## src/rtl/irqc_pkg.sv

```systemverilog
package irqc_pkg;
  localparam int IRQ_N  = 8;
  localparam int LVL_W  = $clog2(IRQ_N);
  localparam int DW     = 8;
  localparam int BASE_W = DW - LVL_W;

  typedef enum logic [2:0] {
    ST_W1, ST_W2, ST_W3, ST_W4, ST_RUN
  } init_st_e;

  typedef enum logic [2:0] {
    OP_NSEOI  = 3'b001,
    OP_SEOI   = 3'b011,
    OP_ROT_NS = 3'b101,
    OP_ROT_S  = 3'b111,
    OP_SETPRI = 3'b110
  } op_e;

  typedef struct packed {
    logic             vld;
    logic [LVL_W-1:0] lvl;
    logic [LVL_W-1:0] rank;
  } pick_t;

  // Highest-priority set bit, counting from the line just above 'lo'.
  function automatic pick_t pick_first(input logic [IRQ_N-1:0] v,
                                       input logic [LVL_W-1:0] lo);
    pick_t p;
    logic [LVL_W-1:0] idx;
    p = '0;
    for (int j = IRQ_N - 1; j >= 0; j--) begin
      idx = lo + LVL_W'(j) + LVL_W'(1);
      if (v[idx]) begin
        p.vld  = 1'b1;
        p.lvl  = idx;
        p.rank = LVL_W'(j);
      end
    end
    return p;
  endfunction
endpackage

```

## src/rtl/irqc_reqs.sv

```systemverilog
module irqc_reqs
  import irqc_pkg::*;
(
  input  logic             clk,
  input  logic             rst,
  input  logic [IRQ_N-1:0] irq_in,
  input  logic             ltim,
  input  logic             flush,
  input  logic [IRQ_N-1:0] clr,
  output logic [IRQ_N-1:0] irr
);
  logic [IRQ_N-1:0] prev;

  for (genvar i = 0; i < IRQ_N; i++) begin : g_line
    always_ff @(posedge clk) begin
      if (rst) begin
        prev[i] <= 1'b0;
        irr[i]  <= 1'b0;
      end else begin
        prev[i] <= irq_in[i];
        if (ltim)                       irr[i] <= irq_in[i];
        else if (flush)                 irr[i] <= 1'b0;
        else if (irq_in[i] && !prev[i]) irr[i] <= 1'b1;
        else if (clr[i])                irr[i] <= 1'b0;
      end
    end
  end
endmodule

```

## src/rtl/irqc_resolve.sv

```systemverilog
module irqc_resolve
  import irqc_pkg::*;
(
  input  logic [IRQ_N-1:0] irr,
  input  logic [IRQ_N-1:0] imr,
  input  logic [IRQ_N-1:0] isr,
  input  logic [LVL_W-1:0] lo,
  output pick_t            win,
  output pick_t            top,
  output logic             req
);
  always_comb begin
    win = pick_first(irr & ~imr, lo);
    top = pick_first(isr, lo);
    req = win.vld && (!top.vld || (win.rank < top.rank));
  end
endmodule

```

## src/rtl/irqc_regs.sv

```systemverilog
module irqc_regs
  import irqc_pkg::*;
(
  input  logic              clk,
  input  logic              rst,
  input  logic              wr_en,
  input  logic              rd_en,
  input  logic              addr,
  input  logic [DW-1:0]     wdata,
  input  pick_t             top,
  output logic              ready,
  output logic              icw1_hit,
  output logic              ltim,
  output logic              aeoi,
  output logic [BASE_W-1:0] base,
  output logic [IRQ_N-1:0]  imr,
  output logic [LVL_W-1:0]  lo,
  output logic              poll,
  output logic              rd_isr,
  output logic [IRQ_N-1:0]  eoi_clr
);
  init_st_e         st;
  logic             need_w3, need_w4;
  logic             ocw2_hit, ocw3_hit;
  op_e              op;
  logic [LVL_W-1:0] fld;

  assign ready    = (st == ST_RUN);
  assign icw1_hit = wr_en && !addr && wdata[4];
  assign ocw2_hit = wr_en && !addr && ready && (wdata[4:3] == 2'b00);
  assign ocw3_hit = wr_en && !addr && ready && (wdata[4:3] == 2'b01);
  assign op       = op_e'(wdata[7:5]);
  assign fld      = wdata[LVL_W-1:0];

  always_comb begin
    eoi_clr = '0;
    if (ocw2_hit) begin
      case (op)
        OP_NSEOI, OP_ROT_NS: if (top.vld) eoi_clr[top.lvl] = 1'b1;
        OP_SEOI, OP_ROT_S:   eoi_clr[fld] = 1'b1;
        default: ;
      endcase
    end
  end

  always_ff @(posedge clk) begin
    if (rst) begin
      st      <= ST_W1;
      need_w3 <= 1'b0;
      need_w4 <= 1'b0;
      ltim    <= 1'b0;
      aeoi    <= 1'b0;
      base    <= '0;
      imr     <= '0;
      lo      <= LVL_W'(IRQ_N - 1);
      poll    <= 1'b0;
      rd_isr  <= 1'b0;
    end else begin
      if (rd_en && !addr) poll <= 1'b0;
      if (icw1_hit) begin
        st      <= ST_W2;
        ltim    <= wdata[3];
        need_w3 <= !wdata[1];
        need_w4 <= wdata[0];
        aeoi    <= 1'b0;
        imr     <= '0;
        lo      <= LVL_W'(IRQ_N - 1);
        poll    <= 1'b0;
        rd_isr  <= 1'b0;
      end else if (wr_en && addr) begin
        case (st)
          ST_W2: begin
            base <= wdata[DW-1:LVL_W];
            st   <= need_w3 ? ST_W3 : (need_w4 ? ST_W4 : ST_RUN);
          end
          ST_W3:   st <= need_w4 ? ST_W4 : ST_RUN;
          ST_W4: begin
            aeoi <= wdata[1];
            st   <= ST_RUN;
          end
          ST_RUN:  imr <= wdata;
          default: ;
        endcase
      end else if (ocw2_hit) begin
        case (op)
          OP_ROT_NS: if (top.vld) lo <= top.lvl;
          OP_ROT_S, OP_SETPRI: lo <= fld;
          default: ;
        endcase
      end else if (ocw3_hit) begin
        if (wdata[2]) poll   <= 1'b1;
        if (wdata[1]) rd_isr <= wdata[0];
      end
    end
  end
endmodule

```

## src/rtl/irq_ctrl8.sv

```systemverilog
module irq_ctrl8
  import irqc_pkg::*;
(
  input  logic             clk,
  input  logic             rst,
  input  logic [IRQ_N-1:0] irq_in,
  input  logic             wr_en,
  input  logic             rd_en,
  input  logic             addr,
  input  logic [DW-1:0]    wdata,
  input  logic             ack_in,
  output logic [DW-1:0]    dout,
  output logic             dout_vld,
  output logic             int_out,
  output logic [2:0]       cas_out
);
  logic              ready, icw1_hit, ltim, aeoi, poll, rd_isr, req;
  logic [BASE_W-1:0] base;
  logic [IRQ_N-1:0]  imr, irr, isr, eoi_clr, set_vec, aeoi_clr;
  logic [LVL_W-1:0]  lo, ack_lvl;
  pick_t             win, top;
  logic              ack_q, ack_ph, ack_hit, vec_stb;
  logic              ack_rise, ack1, ack2, poll_rd;

  assign cas_out  = '0;
  assign ack_rise = ack_in && !ack_q;
  assign ack1     = ack_rise && !ack_ph;
  assign ack2     = ack_rise && ack_ph;
  assign poll_rd  = rd_en && !addr && poll;

  irqc_regs u_regs (
    .clk(clk), .rst(rst), .wr_en(wr_en), .rd_en(rd_en), .addr(addr),
    .wdata(wdata), .top(top), .ready(ready), .icw1_hit(icw1_hit),
    .ltim(ltim), .aeoi(aeoi), .base(base), .imr(imr), .lo(lo),
    .poll(poll), .rd_isr(rd_isr), .eoi_clr(eoi_clr)
  );

  irqc_reqs u_reqs (
    .clk(clk), .rst(rst), .irq_in(irq_in), .ltim(ltim),
    .flush(icw1_hit), .clr(set_vec), .irr(irr)
  );

  irqc_resolve u_res (
    .irr(irr), .imr(imr), .isr(isr), .lo(lo),
    .win(win), .top(top), .req(req)
  );

  always_comb begin
    set_vec  = '0;
    aeoi_clr = '0;
    if ((ack1 || poll_rd) && win.vld) set_vec[win.lvl] = 1'b1;
    if (ack2 && aeoi && ack_hit)      aeoi_clr[ack_lvl] = 1'b1;
  end

  always_ff @(posedge clk) begin
    if (rst || icw1_hit) isr <= '0;
    else                 isr <= (isr & ~eoi_clr & ~aeoi_clr) | set_vec;
  end

  always_ff @(posedge clk) begin
    if (rst) begin
      ack_q   <= 1'b0;
      ack_ph  <= 1'b0;
      ack_hit <= 1'b0;
      ack_lvl <= '0;
    end else begin
      ack_q <= ack_in;
      if (icw1_hit) ack_ph <= 1'b0;
      else if (ack1) begin
        ack_ph  <= 1'b1;
        ack_hit <= win.vld;
        ack_lvl <= win.vld ? win.lvl : LVL_W'(IRQ_N - 1);
      end else if (ack2) ack_ph <= 1'b0;
    end
  end

  always_ff @(posedge clk) begin
    if (rst) begin
      dout     <= '0;
      dout_vld <= 1'b0;
      vec_stb  <= 1'b0;
      int_out  <= 1'b0;
    end else begin
      dout_vld <= 1'b0;
      vec_stb  <= 1'b0;
      int_out  <= ready && req;
      if (ack2) begin
        dout     <= {base, ack_lvl};
        dout_vld <= 1'b1;
        vec_stb  <= 1'b1;
      end else if (rd_en) begin
        dout_vld <= 1'b1;
        if (addr)        dout <= imr;
        else if (poll)   dout <= {win.vld, {(DW-1-LVL_W){1'b0}},
                                  win.vld ? win.lvl : {LVL_W{1'b0}}};
        else if (rd_isr) dout <= isr;
        else             dout <= irr;
      end
    end
  end
endmodule

```

## config.mk

```make
export PLATFORM = sky130hd
export DESIGN_NAME = irq_ctrl8
export DESIGN_NICKNAME = d
export VERILOG_FILES = /design/src/rtl/irqc_pkg.sv /design/src/rtl/irqc_reqs.sv /design/src/rtl/irqc_resolve.sv /design/src/rtl/irqc_regs.sv /design/src/rtl/irq_ctrl8.sv
export SDC_FILE = /design/constraint.sdc
export NUM_CORES = 1
export LEC_CHECK = 0
export BUFFER_PORTS_ARGS = -buffer_cell sky130_fd_sc_hd__buf_4
export CORE_ASPECT_RATIO = 0.9
export CORE_MARGIN = 5
export CORE_UTILIZATION = 55
export DETAILED_ROUTE_END_ITERATION = 8
export PLACE_DENSITY = 0.81
export SETUP_SLACK_MARGIN = 0.3
export SLEW_MARGIN = 25
export SYNTH_ARGS = -nofsm -noshare
export SYNTH_HDL_FRONTEND = slang
export SYNTH_SLANG_ARGS = --single-unit
```

## constraint.sdc

```tcl
create_clock -name clk -period 3.4 [get_ports clk]
set_input_delay 0.68 -clock clk [delete_from_list [all_inputs] [get_ports clk]]
set_output_delay 0.68 -clock clk [all_outputs]
set_load 0.02 [all_outputs]
```

### Word level (Yosys, flattened, before mapping)

Index checks and enable logic that the tools add are counted.

| operators by class | value |
|---|---|
| add/sub/neg operators | 14 |
| multipliers | 0 |
| divide/modulo/power cells | 0 |
| $lt $le $gt $ge | 17 |
| equal/unequal tests | 11 |
| shifts and indexed selects | 0 |
| muxes and demuxes | 116 |
| bitwise logic cells | 10 |
| reduce and logical (&&, ||, !) cells | 71 |

Operators by type and width:

| operator | number |
|---|---|
| 2-to-1 mux 7 bit | 16 |
| 2-to-1 mux 8 bit | 9 |
| 2-to-1 mux 1 bit | 63 |
| binary-select mux 1 bit (select 3 bit) | 16 |
| < comparator 3 x 4 -> 1 bit, second input constant | 12 |
| nonzero test 4 bit | 9 |
| logical AND 1 bit | 28 |
| adder 3 x 1 -> 3 bit, second input constant | 8 |
| AND 8 bit | 3 |
| NOT 8 bit | 3 |
| case mux 8 bit (2 select lines) | 1 |
| 2-to-1 mux 3 bit | 5 |
| zero test 1 bit | 13 |
| adder 3 bit, second input constant | 4 |
| demux 1 bit (select 3 bit) | 4 |
| == test 3 bit, second input constant | 4 |
| >= comparator 3 x 1 -> 1 bit, second input constant | 4 |
| AND reduction 2 bit | 5 |
| == test 3 x 2 -> 1 bit, second input constant | 3 |
| case mux 3 bit (3 select lines) | 1 |
| bitwise OR 8 bit | 1 |
| AND reduction 4 bit | 2 |
| nonzero test 2 bit | 4 |
| OR reduction 2 bit | 4 |
| 11 further kinds | 17 |

| storage, ports and cells | value |
|---|---|
| flip-flop bits (word level) | 65 |
| latch bits | 0 |
| bits in writable memories | 0 |
| bits in read-only memories | 0 |
| input port bits | 22 |
| output and inout port bits | 13 |
| word-level logic and storage cells | 274 |
| memories kept | 0 |

### Longest topological paths before layout

Gate-level depths: netlist of the first run.

| depth | value |
|---|---|
| depth in word-level cells | 23 |
| depth in mapped cells | 16 |
| gate-level depth less buffers | 11 |

### Hierarchy

Synthesis of the first run repeated with hierarchy kept, for this count alone.

| second synthesis, totals | value |
|---|---|
| cells, all modules | 640 |
| area total of the unflattened synthesis | 5371.4 sq um |

By module, submodules not included:

| module | times used | cells an instance | area each (sq um) | seq. area each (sq um) |
|---|---|---|---|---|
| irqc_resolve | 1 | 252 | 2113.3 | 0.0 |
| irqc_regs | 1 | 161 | 1318.8 | 500.5 |
| irq_ctrl8 | 1 | 169 | 1315.0 | 480.5 |
| irqc_reqs | 1 | 58 | 624.3 | 320.3 |

### Least setup slack after synthesis of the first run

OpenSTA, ideal clock, no wires.

| timing | value |
|---|---|
| path kind | reg-to-reg |
| start | reg u_regs.lo[0] |
| end | reg u_regs.lo[2] |
| setup time | 0.120 ns |
| arrival time | 3.356 ns |
| required time | 3.280 ns |
| slack | -0.076 ns |
| cell stages (with the launch flop) | 15 |
| buffers on the path | 3 |
| clock period less this slack | 3.476 ns |
| cell sequence | dfxtp_1 -> buf_6 -> inv_2 -> buf_6 -> ha_1 -> clkbuf_1 -> mux4_2 -> mux2i_1 -> nand4_1 -> a211oi_2 -> nand2b_1 -> inv_2 -> o211ai_2 -> a21oi_1 -> a211o_1 |

| on the way | value |
|---|---|
| cells in the longest elaborated chain, start to end | 14 |
| elaborated cells on any way between the ends | 42 |
| classes of those cells | add/sub: 14; eq/ne: 1; mux: 26; reduce/logical: 1 |

RTL lines:

| what | RTL line | source |
|---|---|---|
| start: declaration | irqc_regs.sv:17 | `output logic [LVL_W-1:0] lo,` |
| start signal: assignment | irqc_regs.sv:55 | `lo <= LVL_W'(IRQ_N - 1);` |
| start signal: assignment | irqc_regs.sv:67 | `lo <= LVL_W'(IRQ_N - 1);` |
| start signal: assignment | irqc_regs.sv:86 | `OP_ROT_NS: if (top.vld) lo <= top.lvl;` |
| adder 3 bit | irqc_pkg.sv:32 | `idx = lo + LVL_W'(j) + LVL_W'(1);` |
| adder 3 x 1 -> 3 bit | irqc_pkg.sv:32 |  |
| binary-select mux 1 bit (select 3 bit) | irqc_pkg.sv:33 | `if (v[idx]) begin` |
| 2-to-1 mux 1 bit (implied by the code) | irqc_pkg.sv:33 |  |
| 2-to-1 mux 7 bit (7 in series) | irqc_pkg.sv:33 |  |
| 2-to-1 mux 7 bit (*) | irqc_pkg.sv:33 |  |
| inequality test 2 bit (no line) / 2-to-1 mux 3 bit (equally long branches) | n/a |  |
| AND reduction 4 bit (no line) / case mux 3 bit (2 select lines) (equally long branches) | n/a |  |

Every way passes the cells marked *; elsewhere a longest branch is shown, timed or not. The select of a mux whose other input is x is not followed.
A chain may end at the register's enable or synchronous reset.

### Worst setup path in the final report of the first run

| timing | value |
|---|---|
| start | reg u_regs.lo[0] |
| end | reg dout[1] |

| on the way | value |
|---|---|
| cells in the longest elaborated chain, start to end | 17 |
| elaborated cells on any way between the ends | 43 |
| classes of those cells | add/sub: 14; mux: 29 |

RTL lines:

| what | RTL line | source |
|---|---|---|
| adder 3 bit | irqc_pkg.sv:32 |  |
| adder 3 x 1 -> 3 bit | irqc_pkg.sv:32 |  |
| binary-select mux 1 bit (select 3 bit) | irqc_pkg.sv:33 |  |
| 2-to-1 mux 1 bit (implied by the code) | irqc_pkg.sv:33 |  |
| 2-to-1 mux 7 bit (7 in series) | irqc_pkg.sv:33 |  |
| 2-to-1 mux 7 bit (*) | irqc_pkg.sv:33 |  |
| 2-to-1 mux 3 bit (*) | irq_ctrl8.sv:95 | `win.vld ? win.lvl : {LVL_W{1'b0}}};` |
| 2-to-1 mux 8 bit (*) | irq_ctrl8.sv:94 | `else if (poll) dout <= {win.vld, {(DW-1-LVL_W){1'b0}},` |
| 2-to-1 mux 8 bit (*) | irq_ctrl8.sv:93 | `if (addr) dout <= imr;` |
| 2-to-1 mux 8 bit (*) | irq_ctrl8.sv:91 | `end else if (rd_en) begin` |
| 2-to-1 mux 8 bit (*) | irq_ctrl8.sv:87 | `if (ack2) begin` |
| end signal: assignment | irq_ctrl8.sv:88 | `dout <= {base, ack_lvl};` |
| end signal: assignment | irq_ctrl8.sv:93 |  |
| end signal: assignment | irq_ctrl8.sv:94 |  |
| end: declaration | irq_ctrl8.sv:12 | `output logic [DW-1:0] dout,` |

Marks and branches as above.

==> results of run 1 <==
Yosys cell counts (all sizes together), types with 3 or more instances:
master and instances:
clkbuf 27, mux4 25, xnor2 3, o22ai 5, nor3b 7, nor2 68, nor2b 22, mux2i 59
nand3b 5, mux2 6, a311oi 3, buf 19, a211o 6, a22oi 5, a211oi 7, dfxtp 65
nand2 58, a21oi 38, o21ai 45, ha 5, nand2b 24, nor4b 3, inv 14, nor3 8
nand3 22, o31ai 6, a41oi 3, and3 4, o311ai 8, o211ai 12, a31oi 13
logic make-up (layout without fill, tap and decap cells):
kind of cell | after synthesis | in the layout
and+or+nand+nor | 236 | 236
AOI/OAI and AO/OA | 173 | 173
muxes | 90 | 90
DFF | 65 | 65
buffers and inverters | 62 | 111
xor gates and xnor gates | 6 | 6
adders and majority gates | 5 | 5
other | 1 | 3
final timing paths:
path                        from       to  slack, ps  depth (start not counted)
setup / recovery    u_regs.lo[0]  dout[1]        330                         11
hold / removal    u_regs.base[3]  dout[6]        470                          2
setup reg to reg    u_regs.lo[0]  dout[1]        330                         11
hold reg to reg   u_regs.base[3]  dout[6]        470                          2
metrics by stage:
stage | area, sq um | std cells | worst slack [ps]
6_report | 6210 | 815 | 334
5_1_grt | 6210 | 815 | 235
4_1_cts | 6070 | 803 | 295
3_5_place_dp | 5760 | 779 | 84.5
3_3_place_gp | 5760 | 779 | 30.6
2_1_floorplan | 5440 | 640 | 328
what timing repair did:
item / CTS / global route
resized for setup: 9 / 19
cloned: 0 / 1
endpoints found under the setup margin: 24 / 25
pin swaps: 4 / 11
setup buffers: 8 / 11
final cells by class:
class,instances,area share
clock buffers,9,0.0199
clock inverters,7,0.0129
inverters,16,0.0115
multi-input cells,513,0.624
flip-flops and latches,65,0.210
well taps,126,0.0254
repair buffers,79,0.0963
worst max-delay path: stages (launching register included):
cell and delay (ps):
dfxtp_4 380, inv_8 140, ha_4 260, buf_4 150, nor2b_1 160, nor2_2 270
mux2i_4 340, nand2_1 130, or4_4 580, a311oi_1 330, a211o_1 140, a21oi_1 60
sequential cells by signal, summed over array words and instances, names as in the netlist, 3 cells and up:
register,count
dout,8
u_regs.base,5
ack_lvl,3
u_regs.imr,8
isr,8
u_regs.lo,3
u_regs.st,3
u_reqs.irr,8
u_reqs.prev,8
where the power goes:
| part | switching [uW] | leakage [uW] | internal (uW) | total, uW |
|---|---|---|---|---|
| Clock | 331 | 0.0000960 | 344 | 675 |
| Sequential | 45.7 | 0.000531 | 796 | 842 |
| Combinational | 352 | 0.00175 | 267 | 619 |
| Total | 729 | 0.00238 | 1410 | 2140 |
cells in the final DEF (no fill, tap or decap), types with 5 or more instances in the layout:
cell	n
buf_4	76
nor2_1	67
dfxtp_1	63
nand2_1	58
mux2i_1	53
a21oi_1	37
o21ai_0	36
nand2b_1	23
mux4_2	23
nand3_1	22
nor2b_1	19
a31oi_1	13
o211ai_1	11
inv_1	11
clkbuf_8	9
o21ai_1	8
o311ai_0	8
nor3_1	7
a211o_1	6
nor3b_1	6
o31ai_1	6
mux2i_4	5
mux2_2	5
a22oi_1	5
nand3b_1	5
o22ai_1	5
a211oi_1	5
per-layer routing:
layer | vias to the layer above | GRT usage | share of wire
met5 | - | 0 | 0
li1 | 2460 | - | -
met1 | 2549 | 0.364 | 0.41
met4 | 0 | 0.101 | 0.024
met2 | 316 | 0.489 | 0.47
met3 | 43 | 0.0460 | 0.098
==> impl_metrics.env, run 1 <==
export IMPL_drv_cap=0
export IMPL_ys_top_cells_by_area="dfxtp_1 (24%), mux2i_1 (11%), mux4_2 (9.3%), nor2_1 (4.8%), nand2_1 (4.1%)"
export IMPL_rows=34
export IMPL_multi_input_area_sq_mm=0.00388
export IMPL_worstSetupEndpointType="flop"
export IMPL_vias=5368
export IMPL_hpwlAfterDp_microns=11900
export IMPL_first_pass_iters=6
export IMPL_drive_above_1_share=0.241
export IMPL_hold_class="flop to flop"
export IMPL_finalMaxSlewViolations=0
export IMPL_period_minus_slack_ps=3070
export IMPL_cts_buffer_depth=2
export IMPL_hold_viol=0
export IMPL_synth_simple_area_share=0.220
export IMPL_detail_route_antenna_nets=0
export IMPL_fmaxAchievable_ghz=0.326
export IMPL_worstMarginPinSlew_ps=1030
export IMPL_grt_use_total=0.284
export IMPL_p_per_area_mw_per_mm2=344
export IMPL_grt_overflow_total=0
export IMPL_synth_edff_count=0
export IMPL_critPathMaxFanout=16
export IMPL_antenna_found_initial=0
export IMPL_p_leak_uw=0.00238
export IMPL_syn2layout_area_growth_pct=16.6
export IMPL_ys_seq_elements=65
export IMPL_port_buffers=31
export IMPL_fillers=820
export IMPL_slew_headroom=0.308
export IMPL_antenna_cells=0
export IMPL_worst_setup_path_type="flop to flop"
export IMPL_yosysTopAreaCellShare=0.244
export IMPL_fin_util=0.649
export IMPL_cts_sinks=65
export IMPL_worst_setup_hold_path_clk_slew_ps=80
export IMPL_post_route_period_util=0.902
export IMPL_critPathRequiredTime_ps=3630
export IMPL_yosys_warnings=0
export IMPL_ys_async_sr_fraction=0
export IMPL_rsz0062_at_grt="yes"
export IMPL_synth_compound_gate_area_share=0.215
export IMPL_postCtsHoldBufs=0
export IMPL_drt_iter0_drc=643
export IMPL_ys_types=81
export IMPL_finalHoldWorstSlack_ps=465
export IMPL_yosysTopAreaCell="dfxtp_1"
export IMPL_dieArea_sq_mm=0.0118
export IMPL_insertion_delay_ps=370
export IMPL_drcViolationCount=0
export IMPL_synth_avg_cell_area_sq_um=8.35
export IMPL_htree_levels=3
export IMPL_synth_xor_area_share=0.0155
export IMPL_die_x_microns=114
export IMPL_tritoncts="done"
export IMPL_viasPerCell=6.59
export IMPL_cts_root_buf="clkbuf_8"
export IMPL_initial_utilization=0.557
export IMPL_gp_congestion=0.992
export IMPL_skew_ps=14.8
export IMPL_synth_seq_area_share=0.244
export IMPL_total_power_uw=2140
export IMPL_muxShareOfSynthArea=0.235
export IMPL_core_area_sq_mm=0.00957
export IMPL_fin_nets=711
export IMPL_routedWlPerCell_microns=20.5
export IMPL_setup_violations=0
export IMPL_grt_pass1_wl_microns=26500
export IMPL_synth_top_family_by_area="multiplexers"
export IMPL_outcome="finished, final reports clean"
export IMPL_synth_cells=638
export IMPL_startpoint_type="flop"
export IMPL_wl_microns=16700
export IMPL_numCtsBuffers=9
export IMPL_die_h_microns=103
export IMPL_crit_arrival_ps=3300
export IMPL_ff_latch_area_sq_mm=0.00131
export IMPL_design_portCount=35
export IMPL_grt_pass1_vias=5152
export IMPL_peakVddDrop_v=0.000315
export IMPL_synthesis_area_sq_mm=0.00533
export IMPL_tns_ps=0
export IMPL_synth_main_ff_cell="dfxtp_1"
export IMPL_grt_max_degree=35
export IMPL_synth_fa_ha_area_frac=0.0117
(Power assumes the default switching activity.)
==> run 2: changes to the inputs <==
BUFFER_PORTS_ARGS = unset   (was -buffer_cell sky130_fd_sc_hd__buf_4)
DONT_BUFFER_PORTS = 1   (was unset)
PLACE_DENSITY = 0.78   (was 0.81)
==> run 2 against run 1 <==
Compared with the run above:
- final cell count shrank 2.2%
- maximum frequency shrank 1.2%
- die area is the same
- sequential power grew 1%
- first-iteration DRC count grew 17%
- sequential share of layout area grew 0.14 points
- via count grew 2.1%
- flip-flop and latch count is the same
- worst hold slack lost 90 ps
- setup slack lost 36 ps
==> impl_metrics.env, run 2 (synthesized netlist as in run 1, its figures left out) <==
export IMPL_final_common_cell="nor2_1"
export IMPL_die_h_microns=103
export IMPL_drive_above_1_share=0.247
export IMPL_critPathRequiredTime_ps=3640
export IMPL_skew_ps=19.3
export IMPL_syn2layout_area_growth_pct=16.1
export IMPL_drv_cap=0
export IMPL_min_path_cells=1
export IMPL_rsz0062_at_grt="yes"
export IMPL_dieArea_sq_mm=0.0118
export IMPL_postCtsHoldBufs=0
export IMPL_worstHoldStart="rst"
export IMPL_post_route_period_util=0.912
export IMPL_grt_pass1_wl_microns=27600
export IMPL_vias=5480
export IMPL_startpoint_type="flop"
export IMPL_r2r_cells=11
export IMPL_finalHoldWorstSlack_ps=375
export IMPL_regToRegEndpoint="u_reqs.irr[4]"
export IMPL_grt_max_degree=35
export IMPL_hpwlAfterDp_microns=12500
export IMPL_cts_buffer_depth=2
export IMPL_wl_microns=17400
export IMPL_routedWlPerCell_microns=21.9
export IMPL_drcViolationCount=0
export IMPL_tritoncts="done"
export IMPL_crit_arrival_ps=3350
export IMPL_viasPerCell=6.88
export IMPL_finalMaxSlewViolations=0
export IMPL_fin_nets=693
export IMPL_slew_headroom=0.369
export IMPL_setup_violations=0
export IMPL_hold_end="ack_q"
export IMPL_worst_setup_hold_path_clk_slew_ps=90
export IMPL_worstSetupEndpointType="flop"
export IMPL_r2r_start="u_regs.lo[1]"
export IMPL_antenna_cells=0
export IMPL_period_minus_slack_ps=3100
export IMPL_detail_route_antenna_nets=0
export IMPL_design_portCount=35
export IMPL_antenna_found_initial=0
export IMPL_post_dp_cell_area_sq_mm=0.00557
export IMPL_layout_common_cells="nor2_1 (67), dfxtp_1 (63), buf_4 (59)"
export IMPL_gp_congestion=0.923
export IMPL_rows=34
export IMPL_insertion_delay_ps=360
export IMPL_outcome="finished, final reports clean"
export IMPL_port_buffers=0
export IMPL_grt_pass1_vias=5107
export IMPL_cts_sinks=65
export IMPL_die_x_microns=114
export IMPL_p_leak_uw=0.00231
export IMPL_startpoint="u_regs.lo[1]"
export IMPL_worstMarginPinSlew_ps=943
export IMPL_hold_class="primary input to flop"
export IMPL_total_power_uw=2190
export IMPL_peakVddDrop_v=0.000313
export IMPL_final_area_sq_mm=0.00618
export IMPL_regToRegSetupSlack_ps=300
export IMPL_initial_utilization=0.557
export IMPL_tns_ps=0
export IMPL_placed_cells=753
export IMPL_p_per_area_mw_per_mm2=354
export IMPL_fmaxAchievable_ghz=0.322
export IMPL_finalNonFillerCells=797
export IMPL_grt_use_total=0.298
export IMPL_worst_setup_path_type="flop to flop"
export IMPL_cts_root_buf="clkbuf_8"
export IMPL_hold_viol=0
export IMPL_drt_iter0_drc=754
export IMPL_grt_overflow_total=0
export IMPL_htree_levels=3
export IMPL_core_area_sq_mm=0.00957
export IMPL_numCtsBuffers=9
export IMPL_critPathMaxFanout=5
export IMPL_first_pass_iters=6
run 2: worst max-delay path by stage:
stage | slack [ps] | cells after the start | endpoint
3_3_place_gp | 60 | 9 | u_reqs.irr[5]
6_report | 300 | 11 | u_reqs.irr[4]
2_1_floorplan | 330 | 14 | u_regs.lo[2]
3_5_place_dp | 90 | 11 | isr[2]
5_1_grt | 110 | 11 | isr[1]
4_1_cts | 260 | 13 | u_regs.lo[2]
run 2: per-stage QoR:
| step | util | setup slack (ps) |
|---|---|---|
| 3_3_place_gp | 0.582 | 59.2 |
| 6_report | 0.646 | 298 |
| 3_5_place_dp | 0.582 | 87.0 |
| 2_1_floorplan | - | 328 |
| 5_1_grt | 0.646 | 109 |
| 4_1_cts | 0.622 | 263 |
run 2: what timing repair did:
action | in CTS | in global routing
gates resized for setup | 15 | 36
endpoints found under the setup margin | 24 | 25
pin swaps | 5 | 9
buffers inserted | 14 | 14
run 2: layer usage:
| layer | part of all wire | up-vias | GRT usage |
|---|---|---|---|
| met5 | 0 | - | 0 |
| met4 | 0.035 | 0 | 0.114 |
| li1 | - | 2431 | - |
| met1 | 0.40 | 2622 | 0.399 |
| met2 | 0.47 | 360 | 0.481 |
| met3 | 0.097 | 67 | 0.0570 |
run 2: power breakdown:
part / switching [uW] / internal (uW)
Combinational: 323 / 258
Sequential: 58.3 / 795
Clock: 334 / 419
run 2: worst max-delay path, cell delays in order, from the launching register on:
cell      delay (ps)
dfxtp_4          370
buf_4            150
ha_2             200
xnor3_2          420
mux4_2           340
mux2i_4          250
nand3_1          110
o31a_1           360
nand3b_1         260
buf_4            200
nor3b_2          230
o21ai_0          120
run 2: final cells by class:
type | count | area (sq um)
multi-input cells | 513 | 3960
repair buffers | 61 | 469
inverters | 16 | 70.1
clock inverters | 7 | 100
well taps | 126 | 158
fillers | 780 | 3390
clock buffers | 9 | 124
flip-flops and latches | 65 | 1310
==> run 3: changes to the inputs <==
PLACE_DENSITY = 0.73   (was 0.78)
==> run 3 against run 2 <==
Compared with the run above:
- final cell count is 1.3% lower
- non-clock buffer count is 10 lower
- global-route usage is 1.8 points lower
- setup slack worse by 1.4 ps
- via count is 5.0% lower
==> impl_metrics.env, run 3 (synthesized netlist as in run 1, its figures left out) <==
export IMPL_worst_setup_hold_path_clk_slew_ps=80
export IMPL_tns_ps=0
export IMPL_insertion_delay_ps=360
export IMPL_rows=34
export IMPL_worstMarginPinSlew_ps=993
export IMPL_wl_microns=16300
export IMPL_grt_use_total=0.280
export IMPL_numCtsBuffers=9
export IMPL_fin_nets=683
export IMPL_regToRegSetupSlack_ps=300
export IMPL_rsz0062_at_grt="yes"
export IMPL_drcViolationCount=0
export IMPL_critPathRequiredTime_ps=3650
export IMPL_drt_iter0_drc=509
export IMPL_core_area_sq_mm=0.00957
export IMPL_vias=5205
export IMPL_antenna_cells=0
export IMPL_die_h_microns=103
export IMPL_fmaxAchievable_ghz=0.322
export IMPL_routedWlPerCell_microns=20.7
export IMPL_p_per_area_mw_per_mm2=336
export IMPL_final_area_sq_mm=0.00609
export IMPL_p_leak_uw=0.00226
export IMPL_post_dp_cell_area_sq_mm=0.00560
export IMPL_hold_viol=0
export IMPL_startpoint_type="flop"
export IMPL_die_x_microns=114
export IMPL_grt_pass1_vias=4915
export IMPL_cts_root_buf="clkbuf_8"
export IMPL_peakVddDrop_v=0.000293
export IMPL_slew_headroom=0.335
export IMPL_dieArea_sq_mm=0.0118
export IMPL_first_pass_iters=5
export IMPL_antenna_found_initial=0
export IMPL_htree_levels=3
export IMPL_grt_max_degree=35
export IMPL_cts_buffer_depth=2
export IMPL_skew_ps=10.4
export IMPL_grt_pass1_wl_microns=25800
export IMPL_outcome="finished, final reports clean"
export IMPL_finalNonFillerCells=787
export IMPL_setup_violations=0
export IMPL_layout_common_cells="nor2_1 (67), dfxtp_1 (63), nand2_1 (58)"
export IMPL_final_common_cell="nor2_1"
export IMPL_post_route_period_util=0.913
export IMPL_drive_above_1_share=0.228
export IMPL_cts_sinks=65
export IMPL_hold_class="primary input to flop"
export IMPL_grt_overflow_total=0
export IMPL_tritoncts="done"
export IMPL_design_portCount=35
export IMPL_period_minus_slack_ps=3100
export IMPL_drv_cap=0
export IMPL_dr_wl_met2_microns=7610
export IMPL_worstSetupEndpointType="flop"
export IMPL_gp_congestion=0.962
export IMPL_hpwlAfterDp_microns=12100
export IMPL_fillers=852
export IMPL_crit_arrival_ps=3350
export IMPL_initial_utilization=0.557
export IMPL_detail_route_antenna_nets=0
export IMPL_worst_setup_path_type="flop to flop"
export IMPL_route_met3_wl_microns=1360
export IMPL_placed_cells=756
export IMPL_viasPerCell=6.61
export IMPL_critPathMaxFanout=6
export IMPL_port_buffers=0
export IMPL_wirelength_met1_microns=6760
export IMPL_finalMaxSlewViolations=0
export IMPL_syn2layout_area_growth_pct=14.3
export IMPL_fin_util=0.636
export IMPL_highest_layer="met4"
==> run 3: worst paths after layout <==
kind | cells after the start | start | endpoint
worst max-delay path | 12 | u_regs.lo[0] | u_regs.lo[2]
worst min-delay path | 1 | rst | u_regs.base[4]
worst max register to register | 12 | u_regs.lo[0] | u_regs.lo[2]
worst min register to register | 2 | u_regs.base[1] | dout[4]
==> run 3: power breakdown <==
group          internal [uW]  switching [uW]  leakage, uW
combinational            263             316      0.00163
clock                    278             336    0.0000929
sequential               796            54.4     0.000531
total                   1340             707      0.00226
==> run 3: critical path, cell delays in order, from the launching register on <==
cell,delay (ps)
dfxtp_4,370
buf_6,130
inv_8,40
ha_4,300
mux4_2,640
mux2i_2,260
a22oi_2,160
a211oi_4,300
nand2b_4,190
inv_2,50
o211ai_4,230
a21oi_1,70
a211o_1,230
==> run 3: per-layer routing <==
metal / vias to the layer above / track usage
li1: 2407 / -
met1: 2492 / 0.365
met2: 261 / 0.459
met3: 45 / 0.0518
met4: 0 / 0.117
met5: - / 0
==> run 3: final cells by class <==
cell class                 instances  area [sq um]  share of cell area
clock inverter                     7          58.8             0.00965
tap                              126           158              0.0259
multi-input combinational        513          3940               0.647
timing repair buffer              51           427              0.0700
sequential                        65          1310               0.214
inverter                          16          75.1              0.0123
clock buffer                       9           124              0.0203
==> run 3: what timing repair did <==
action	CTS	global route
gates cloned	0	0
endpoints found under the setup margin	27	28
hold buffers	0	0
resized for setup	17	34
setup buffers	9	6
pin swaps	4	7
==> run 3: metrics by stage <==
stage               hold WS (ps)  worst slack, ps  power (uW)
floorplan                    431              328        1220
global placement             433              133        1360
detailed placement           440             89.2        1370
CTS                          369              287        2000
global route                 357              205        2140
finish                       378              296        2040
